==> config.mk <==
export PLATFORM = sky130hd
export DESIGN_NAME = rtm_streamer
export DESIGN_NICKNAME = d
export VERILOG_FILES = /design/src/rtl/rtm_streamer.sv
export SDC_FILE = /design/constraint.sdc
export NUM_CORES = 1
export LEC_CHECK = 0
export BUFFER_PORTS_ARGS = -buffer_cell sky130_fd_sc_hd__buf_2
export CAP_MARGIN = 20
export CORE_MARGIN = 5
export CORE_UTILIZATION = 25
export CTS_BUF_LIST = sky130_fd_sc_hd__clkbuf_16
export CTS_CLUSTER_DIAMETER = 120
export CTS_CLUSTER_SIZE = 28
export DETAILED_ROUTE_END_ITERATION = 8
export HOLD_SLACK_MARGIN = 0.02
export MAX_ROUTING_LAYER = met4
export SYNTH_ARGS = -nofsm -noshare
export SYNTH_HDL_FRONTEND = slang
export SYNTH_SLANG_ARGS = --single-unit
==> constraint.sdc <==
create_clock -name clk -period 3.1 [get_ports clk]
set_input_delay 0.775 -clock clk [delete_from_list [all_inputs] [get_ports clk]]
set_output_delay 0.775 -clock clk [all_outputs]
set_load 0.03 [all_outputs]
==> src/rtl/rtm_streamer.sv <==
module rtm_streamer #(
  parameter int WORDS  = 4,
  parameter int WIDTH  = 32,
  parameter int WINDOW = 140
) (
  input  logic                     clk,
  input  logic                     rst_n,
  input  logic                     start_i,
  input  logic [WORDS*WIDTH-1:0]   words_i,
  output logic                     ser_o,
  output logic                     flag_o,
  output logic                     busy_o
);
  localparam int TOTAL = WORDS * WIDTH;
  localparam int BURST = WORDS * (WIDTH + 1);
  localparam int CW    = $clog2(WINDOW + 1);
  localparam int PW    = $clog2(WIDTH + 1);
  localparam int WW    = (WORDS > 1) ? $clog2(WORDS) : 1;

  logic             busy_q, done_q;
  logic [CW-1:0]    cyc_q;
  logic [PW-1:0]    pos_q;
  logic [WW-1:0]    wrd_q;
  logic [TOTAL-1:0] sh_q;

  wire sending = busy_q && !done_q;
  wire last_win = (cyc_q == CW'(WINDOW - 1));

  always_ff @(posedge clk) begin
    if (!rst_n) begin
      busy_q <= 1'b0;
      done_q <= 1'b0;
      cyc_q  <= '0;
      pos_q  <= '0;
      wrd_q  <= '0;
      sh_q   <= '0;
    end else if (!busy_q) begin
      if (start_i) begin
        busy_q <= 1'b1;
        done_q <= 1'b0;
        cyc_q  <= '0;
        pos_q  <= '0;
        wrd_q  <= '0;
        sh_q   <= words_i;
      end
    end else begin
      cyc_q <= cyc_q + 1'b1;
      if (last_win) busy_q <= 1'b0;
      if (!done_q) begin
        if (pos_q == '0) begin
          pos_q <= PW'(1);
        end else begin
          sh_q <= sh_q >> 1;
          if (pos_q == PW'(WIDTH)) begin
            pos_q <= '0;
            if (wrd_q == WW'(WORDS - 1)) done_q <= 1'b1;
            else wrd_q <= wrd_q + 1'b1;
          end else begin
            pos_q <= pos_q + 1'b1;
          end
        end
      end
    end
  end

  assign busy_o = busy_q;
  assign flag_o = sending && (pos_q == '0);
  assign ser_o  = sending && (pos_q != '0) && sh_q[0];

  initial begin
    if (BURST > WINDOW) $error("burst does not fit in window");
  end

  logic [CW-1:0] blen_q;
  logic [WW:0]   fcnt_q;
  always_ff @(posedge clk) begin
    if (!rst_n) begin
      blen_q <= '0;
      fcnt_q <= '0;
    end else if (busy_o) begin
      blen_q <= blen_q + 1'b1;
      if (flag_o) fcnt_q <= fcnt_q + 1'b1;
    end else begin
      blen_q <= '0;
      fcnt_q <= '0;
    end
  end


  busy_len_chk: assert property (@(posedge clk) disable iff (!rst_n)
    $fell(busy_o) |-> blen_q == CW'(WINDOW));

  busy_max_chk: assert property (@(posedge clk) disable iff (!rst_n)
    busy_o |-> blen_q < CW'(WINDOW));

  flag_cnt_chk: assert property (@(posedge clk) disable iff (!rst_n)
    $fell(busy_o) |-> fcnt_q == (WW+1)'(WORDS));

  flag_data_excl_chk: assert property (@(posedge clk) disable iff (!rst_n)
    flag_o |-> !ser_o);

  idle_quiet_chk: assert property (@(posedge clk) disable iff (!rst_n)
    !busy_o |-> (!ser_o && !flag_o));

  rise_start_chk: assert property (@(posedge clk) disable iff (!rst_n)
    $rose(busy_o) |-> $past(start_i));
endmodule

==> impl_metrics.env, run 1 <==
export IMPL_yosys_top_cells_count="dfxtp_1, nor2_1, mux2i_1"
export IMPL_clkLatencyLatePin_ns=0.41
export IMPL_cp_num_buf_inv=2
export IMPL_wl_per_cell_um=13.31
export IMPL_ys_seq_elements=146
export IMPL_synth_cell_types=40
export IMPL_clock_sinks=146
export IMPL_gr_usage_all_layers_pct=9.892
export IMPL_die_area_sq_um=32230
export IMPL_ant_nets=0
export IMPL_synth_edf_count=0
export IMPL_crit_path_cell_trace="inv_1 -> ha_1 -> nor4b_4 -> and3_1 -> buf_2"
export IMPL_crit_family="simple AND/OR/NAND/NOR gates"
export IMPL_grt_pass1_wl_mm=25.69
export IMPL_cts_repair_resized=0
export IMPL_fin_worst_skew_ns=0.008235
export IMPL_synth_fa_ha_area_share_pct=0.6966
export IMPL_drive_above_1_share_pct=38.41
export IMPL_rsz0062_at_grt="no"
export IMPL_synth_compound_area_share_pct=24.63
export IMPL_leakage_nw=3.325
export IMPL_crit_type="flop to primary output"
export IMPL_regArea_sq_um=2927
export IMPL_drt_first_pass_iters=4
export IMPL_worstMarginPinSlew_ns=0.8689
export IMPL_maxSlewViolCount=0
export IMPL_initial_core_util_pct=25.17
export IMPL_max_vdd_ir_drop_mv=0.3100
export IMPL_coreArea_sq_um=28550
export IMPL_path_max_fanout=8
export IMPL_grt_pass1_vias=5095
export IMPL_num_fill_cells=3028
export IMPL_hold_viol_final=0
export IMPL_h_tree_depth=4
export IMPL_area_growth_pct=21.65
export IMPL_routed_wl_mm=15.74
export IMPL_synth_ff_type="dfxtp_1"
export IMPL_yosys_warnings=0
export IMPL_port_buffers=133
export IMPL_nNetsFinal=916
export IMPL_path_clk_slew_ns=0.06
export IMPL_cp_slowest_stage_delay_ns=0.44
export IMPL_grt_max_degree=77
export IMPL_startpoint_type="flop"
export IMPL_synth_nets=814
export IMPL_grt_overflow=0
export IMPL_max_freq_ghz=0.3746
export IMPL_cp_end_kind="primary output"
export IMPL_hold_path_class="flop to flop"
export IMPL_cts_tree="yes"
export IMPL_synth_cell_area_sq_um=7184
export IMPL_final_min_clock_period_ns=2.669
export IMPL_cts_setup_buffers=0
export IMPL_fin_crit_sh_pct=86.11
export IMPL_tns_ns=0
export IMPL_instances_no_fill=1183
export IMPL_synth_cells=679
export IMPL_vias_per_cell=4.398
export IMPL_synth_top_area_share_pct=40.68
export IMPL_crit_slowest_cell="nor4b_4"
export IMPL_drc=0
export IMPL_numCtsBuffers=17
export IMPL_antenna_found_initial=5
export IMPL_arrival_ns=1.89
export IMPL_p_per_area_nw_per_um2=595.0
export IMPL_drtIter0Drc=276
export IMPL_placementRows=62
export IMPL_synth_simple_gate_area_share_pct=10.45
export IMPL_placedCellCount=1146
export IMPL_outcome="finished, final reports clean"
export IMPL_yosysSeqAreaShare_pct=40.68
export IMPL_cts_hold_buf=0
export IMPL_crit_required_ns=2.32
export IMPL_multi_input_area_sq_um=3899
export IMPL_die_y_um=179.5
export IMPL_yosysMostFrequentCell="dfxtp_1"
export IMPL_finalSetupViolCount=0
export IMPL_synth_top_family_by_area="compound AO/OA/AOI/OAI gates"
export IMPL_die_x_um=179.5
export IMPL_ios=134
export IMPL_synth_mux_area_share_pct=17.99
export IMPL_gp_congestion=0.7369
export IMPL_drv_cap=0
export IMPL_synth_area_leader_cell="dfxtp_1"
export IMPL_num_vias=5203
export IMPL_synth_area_per_cell_sq_um=10.58
export IMPL_cts_buffer_depth=2
export IMPL_synthArstFlopShare_pct=0
export IMPL_synth_xor_area_share_pct=0.2438
export IMPL_cts_root_buf="clkbuf_16"
export IMPL_hpwl_mm=10.49
export IMPL_relSlewSlack_pct=42.07
export IMPL_synthTopCellsByArea="dfxtp_1, a211oi_2, mux2i_1, nor2_1, buf_6"
## worst paths after layout
kind	from	to	slack, ns	cells after the start
setup / recovery	pos_q[0]	flag_o	0.43	5
hold / removal	wrd_q[1]	wrd_q[1]	0.48	2
setup reg to reg	pos_q[0]	sh_q[39]	0.99	8
hold reg to reg	wrd_q[1]	wrd_q[1]	0.48	2
## tightest hold or removal path: stages (launching register included)
cell and delay [ns]:
dfxtp_1 0.31, nand4_1 0.06, o21ai_0 0.06
## placed cells by master (no fill, tap or decap), types with 3 or more instances in the layout
master,n
dfxtp_1,145
nor2_1,137
buf_2,133
mux2i_1,128
a211oi_2,127
clkbuf_16,17
nand2_1,11
a21oi_1,9
inv_1,7
buf_4,7
diode_2,5
o21ai_0,5
buf_12,5
nand4_1,4
nand3_1,4
ha_1,4
clkinv_1,4
and3_1,3
clkinvlp_4,3
clkinv_2,3
bufinv_16,3
## through the flow
step	util (%)	power, mW	hold slack, ns	setup WS (ns)	cell area [sq um]
final	30.61	5.200	0.4823	0.4306	8740
after floorplan	-	3.014	0.4458	0.7349	7184
after global routing	30.61	5.505	0.5089	0.3104	8740
after CTS	30.57	5.309	0.4869	0.4034	8727
after detailed placement	28.55	3.218	0.4776	0.8442	8152
after global placement	28.55	3.190	0.4635	0.8639	8152
## flip-flops by register name, summed over array words and instances, names as in the netlist
name    flops
busy_o      1
cyc_q       8
done_q      1
pos_q       6
sh_q      128
wrd_q       2
## logic make-up (layout without fill, tap and decap cells)
family                   count (synthesis)  after routing
multiplexers                           129            129
other                                    0              5
adder cells (fa/ha/maj)                  4              4
buffers and inverters                   68            183
AND/OR/NAND/NOR                        175            175
XOR/XNOR                                 2              2
AO/OA/AOI/OAI                          155            155
flip-flops                             146            146
## layer usage
metal / part of all wire (%) / GRT usage [%]
met4: 1.2 / 3.200
met3: 6.0 / 3.577
met2: 45 / 14.55
met5: 0 / -
met1: 48 / 12.67
## final cells by class
class / count / share of cell area, %
diodes: 5 / 0.1432
clock buffers: 17 / 4.868
clock inverters: 15 / 1.718
inverters: 6 / 0.3150
multi-input cells: 465 / 44.61
flip-flops and latches: 146 / 33.49
well taps: 384 / 5.497
repair buffers: 145 / 9.363
## report_power, final
| part | leakage (nW) | total (mW) | switching (mW) | internal [mW] |
|---|---|---|---|---|
| sequential | 1.21 | 2.19 | 0.109 | 2.08 |
| combinational | 1.84 | 0.969 | 0.542 | 0.427 |
| clock | 0.281 | 2.04 | 0.796 | 1.24 |
Note: power is estimated with default switching activity, not from simulation.
==> run 2, diff against run 1 <==
--- a/config.mk
+++ b/config.mk
@@ -7,6 +7,7 @@
 export LEC_CHECK = 0
 export BUFFER_PORTS_ARGS = -buffer_cell sky130_fd_sc_hd__buf_2
 export CAP_MARGIN = 20
+export CORE_ASPECT_RATIO = 0.5
 export CORE_MARGIN = 5
 export CORE_UTILIZATION = 25
 export CTS_BUF_LIST = sky130_fd_sc_hd__clkbuf_16
@@ -15,6 +16,7 @@
 export DETAILED_ROUTE_END_ITERATION = 8
 export HOLD_SLACK_MARGIN = 0.02
 export MAX_ROUTING_LAYER = met4
+export SLEW_MARGIN = 20
 export SYNTH_ARGS = -nofsm -noshare
 export SYNTH_HDL_FRONTEND = slang
 export SYNTH_SLANG_ARGS = --single-unit
==> run 2 against run 1 <==
  * Final cell count down 0.42%
  * Global-route usage up 0.40 points
  * Via count up 2.3%
  * Non-clock buffer count unchanged
  * Register-to-register slack worse by 0.27 ns
  * Worst hold slack about the same
  * Clock-buffer cell count up 1
  * Critical path type unchanged
  * Largest power group unchanged
  * Highest routed layer unchanged
==> impl_metrics.env, run 2 (synthesized netlist as in run 1, its figures left out) <==
export IMPL_cts_tree="yes"
export IMPL_hold_viol_final=0
export IMPL_maxSlewViolCount=0
export IMPL_final_cell_mix="dfxtp_1, nor2_1, buf_2"
export IMPL_largest_register_ffs=128
export IMPL_grt_max_degree=117
export IMPL_cts_hold_buf=0
export IMPL_area_growth_pct=21.73
export IMPL_h_tree_depth=4
export IMPL_arrival_ns=1.97
export IMPL_fin_crit_sh_pct=88.64
export IMPL_drt_first_pass_iters=4
export IMPL_nNetsFinal=916
export IMPL_worstMarginPinSlew_ns=0.8065
export IMPL_leakage_nw=3.330
export IMPL_die_area_sq_um=32430
export IMPL_outcome="finished, final reports clean"
export IMPL_finalSetupViolCount=0
export IMPL_cp_slowest_stage_delay_ns=0.47
export IMPL_max_vdd_ir_drop_mv=0.3843
export IMPL_hpwl_mm=11.58
export IMPL_drc=0
export IMPL_largestRegisters="sh_q x128, cyc_q x8, pos_q x6"
export IMPL_die_y_um=129.9
export IMPL_p_per_area_nw_per_um2=586.2
export IMPL_rsz0062_at_grt="no"
export IMPL_cp_end_kind="primary output"
export IMPL_ios=134
export IMPL_drive_above_1_share_pct=39.04
export IMPL_cts_root_buf="clkbuf_16"
export IMPL_vias_per_cell=4.520
export IMPL_routed_wl_mm=16.33
export IMPL_top_register="sh_q"
export IMPL_antenna_found_initial=2
export IMPL_coreArea_sq_um=28030
export IMPL_num_vias=5325
export IMPL_grt_pass1_wl_mm=26.11
export IMPL_drtIter0Drc=194
export IMPL_cts_setup_buffers=0
export IMPL_hold_worst_slack_ns=0.4820
export IMPL_relSlewSlack_pct=46.23
export IMPL_wl_per_cell_um=13.86
export IMPL_final_min_clock_period_ns=2.748
export IMPL_initial_core_util_pct=25.63
export IMPL_ant_nets=0
export IMPL_numCtsBuffers=17
export IMPL_gp_congestion=0.8059
export IMPL_final_common_cell="dfxtp_1"
export IMPL_path_clk_slew_ns=0.06
export IMPL_crit_type="flop to primary output"
export IMPL_die_x_um=249.7
export IMPL_crit_slowest_cell="nor4b_4"
export IMPL_hold_path_class="flop to flop"
export IMPL_grt_pass1_vias=5255
export IMPL_instances_no_fill=1178
export IMPL_path_max_fanout=8
export IMPL_cts_repair_resized=0
export IMPL_drv_cap=0
export IMPL_tns_ns=0
export IMPL_placedCellCount=1144
export IMPL_num_fill_cells=2866
export IMPL_grt_overflow=0
export IMPL_port_buffers=133
export IMPL_gr_usage_all_layers_pct=10.29
export IMPL_cts_buffer_depth=2
export IMPL_clkLatencyLatePin_ns=0.43
export IMPL_fin_worst_skew_ns=0.008651
export IMPL_clock_sinks=146
export IMPL_r2r_slack_ns=0.72
export IMPL_crit_required_ns=2.32
export IMPL_placementRows=43
export IMPL_startpoint_type="flop"
export IMPL_final_util_pct=31.20
export IMPL_crit_path_cell_trace="inv_1 -> ha_1 -> nor4b_4 -> and3_1 -> buf_2"
export IMPL_max_freq_ghz=0.3639
-- run 2: cell types whose count changed in the layout (fill, tap and decap cells not counted) --
cell | before | now
buf_12 | 5 | 8
buf_4 | 7 | 4
bufinv_16 | 3 | 0
clkbuf_16 | 17 | 18
clkinv_1 | 4 | 0
clkinv_2 | 3 | 4
clkinv_4 | 0 | 1
diode_2 | 5 | 2
inv_1 | 7 | 6
inv_6 | 1 | 4
inv_8 | 0 | 2
-- run 2: routing by layer --
layer / global-route usage (%) / vias up / routed length (um)
met1: 11.26 / 2551 / 7125
met2: 18.15 / 65 / 8419
met5: - / - / 0
li1: - / 2688 / -
met4: 4.094 / 0 / 317
met3: 2.729 / 21 / 468
-- run 2: where the power goes --
group          internal (mW)  switching [mW]
sequential              2.08           0.112
clock                   1.08           0.863
combinational          0.438           0.553
-- run 2: path summary, 6_finish.rpt --
path              depth (start not counted)      from         to
hold / removal                            2  wrd_q[1]   wrd_q[1]
hold reg to reg                           2  wrd_q[1]   wrd_q[1]
setup / recovery                          5  pos_q[0]     flag_o
setup reg to reg                          6    busy_o  sh_q[100]
-- run 2: cell type report --
cell class / count / area (sq um) / share of cell area (%)
multi-input cells: 465 / 3899 / 44.58
diodes: 2 / 5.005 / 0.05722
flip-flops and latches: 146 / 2927 / 33.46
inverters: 6 / 27.53 / 0.3147
repair buffers: 145 / 855.8 / 9.785
well taps: 382 / 478.0 / 5.465
clock buffers: 18 / 450.4 / 5.150
clock inverters: 14 / 103.9 / 1.187
-- run 2: worst max-delay path, delay by kind of cell (launching register included) --
kind | cells | cell delay, ns
and+or+nand+nor | 2 | 0.74
DFF | 1 | 0.36
buffers and inverters | 2 | 0.28
adders and majority gates | 1 | 0.15
-- run 2: through the flow --
step                instance area, sq um  setup slack [ns]  power [mW]
finish                              8746            0.3521       5.127
global placement                    8187            0.6671       3.202
floorplan                           7184            0.7349       3.014
detailed placement                  8187            0.6057       3.243
CTS                                 8741            0.3334       5.216
global route                        8746            0.2155       5.407
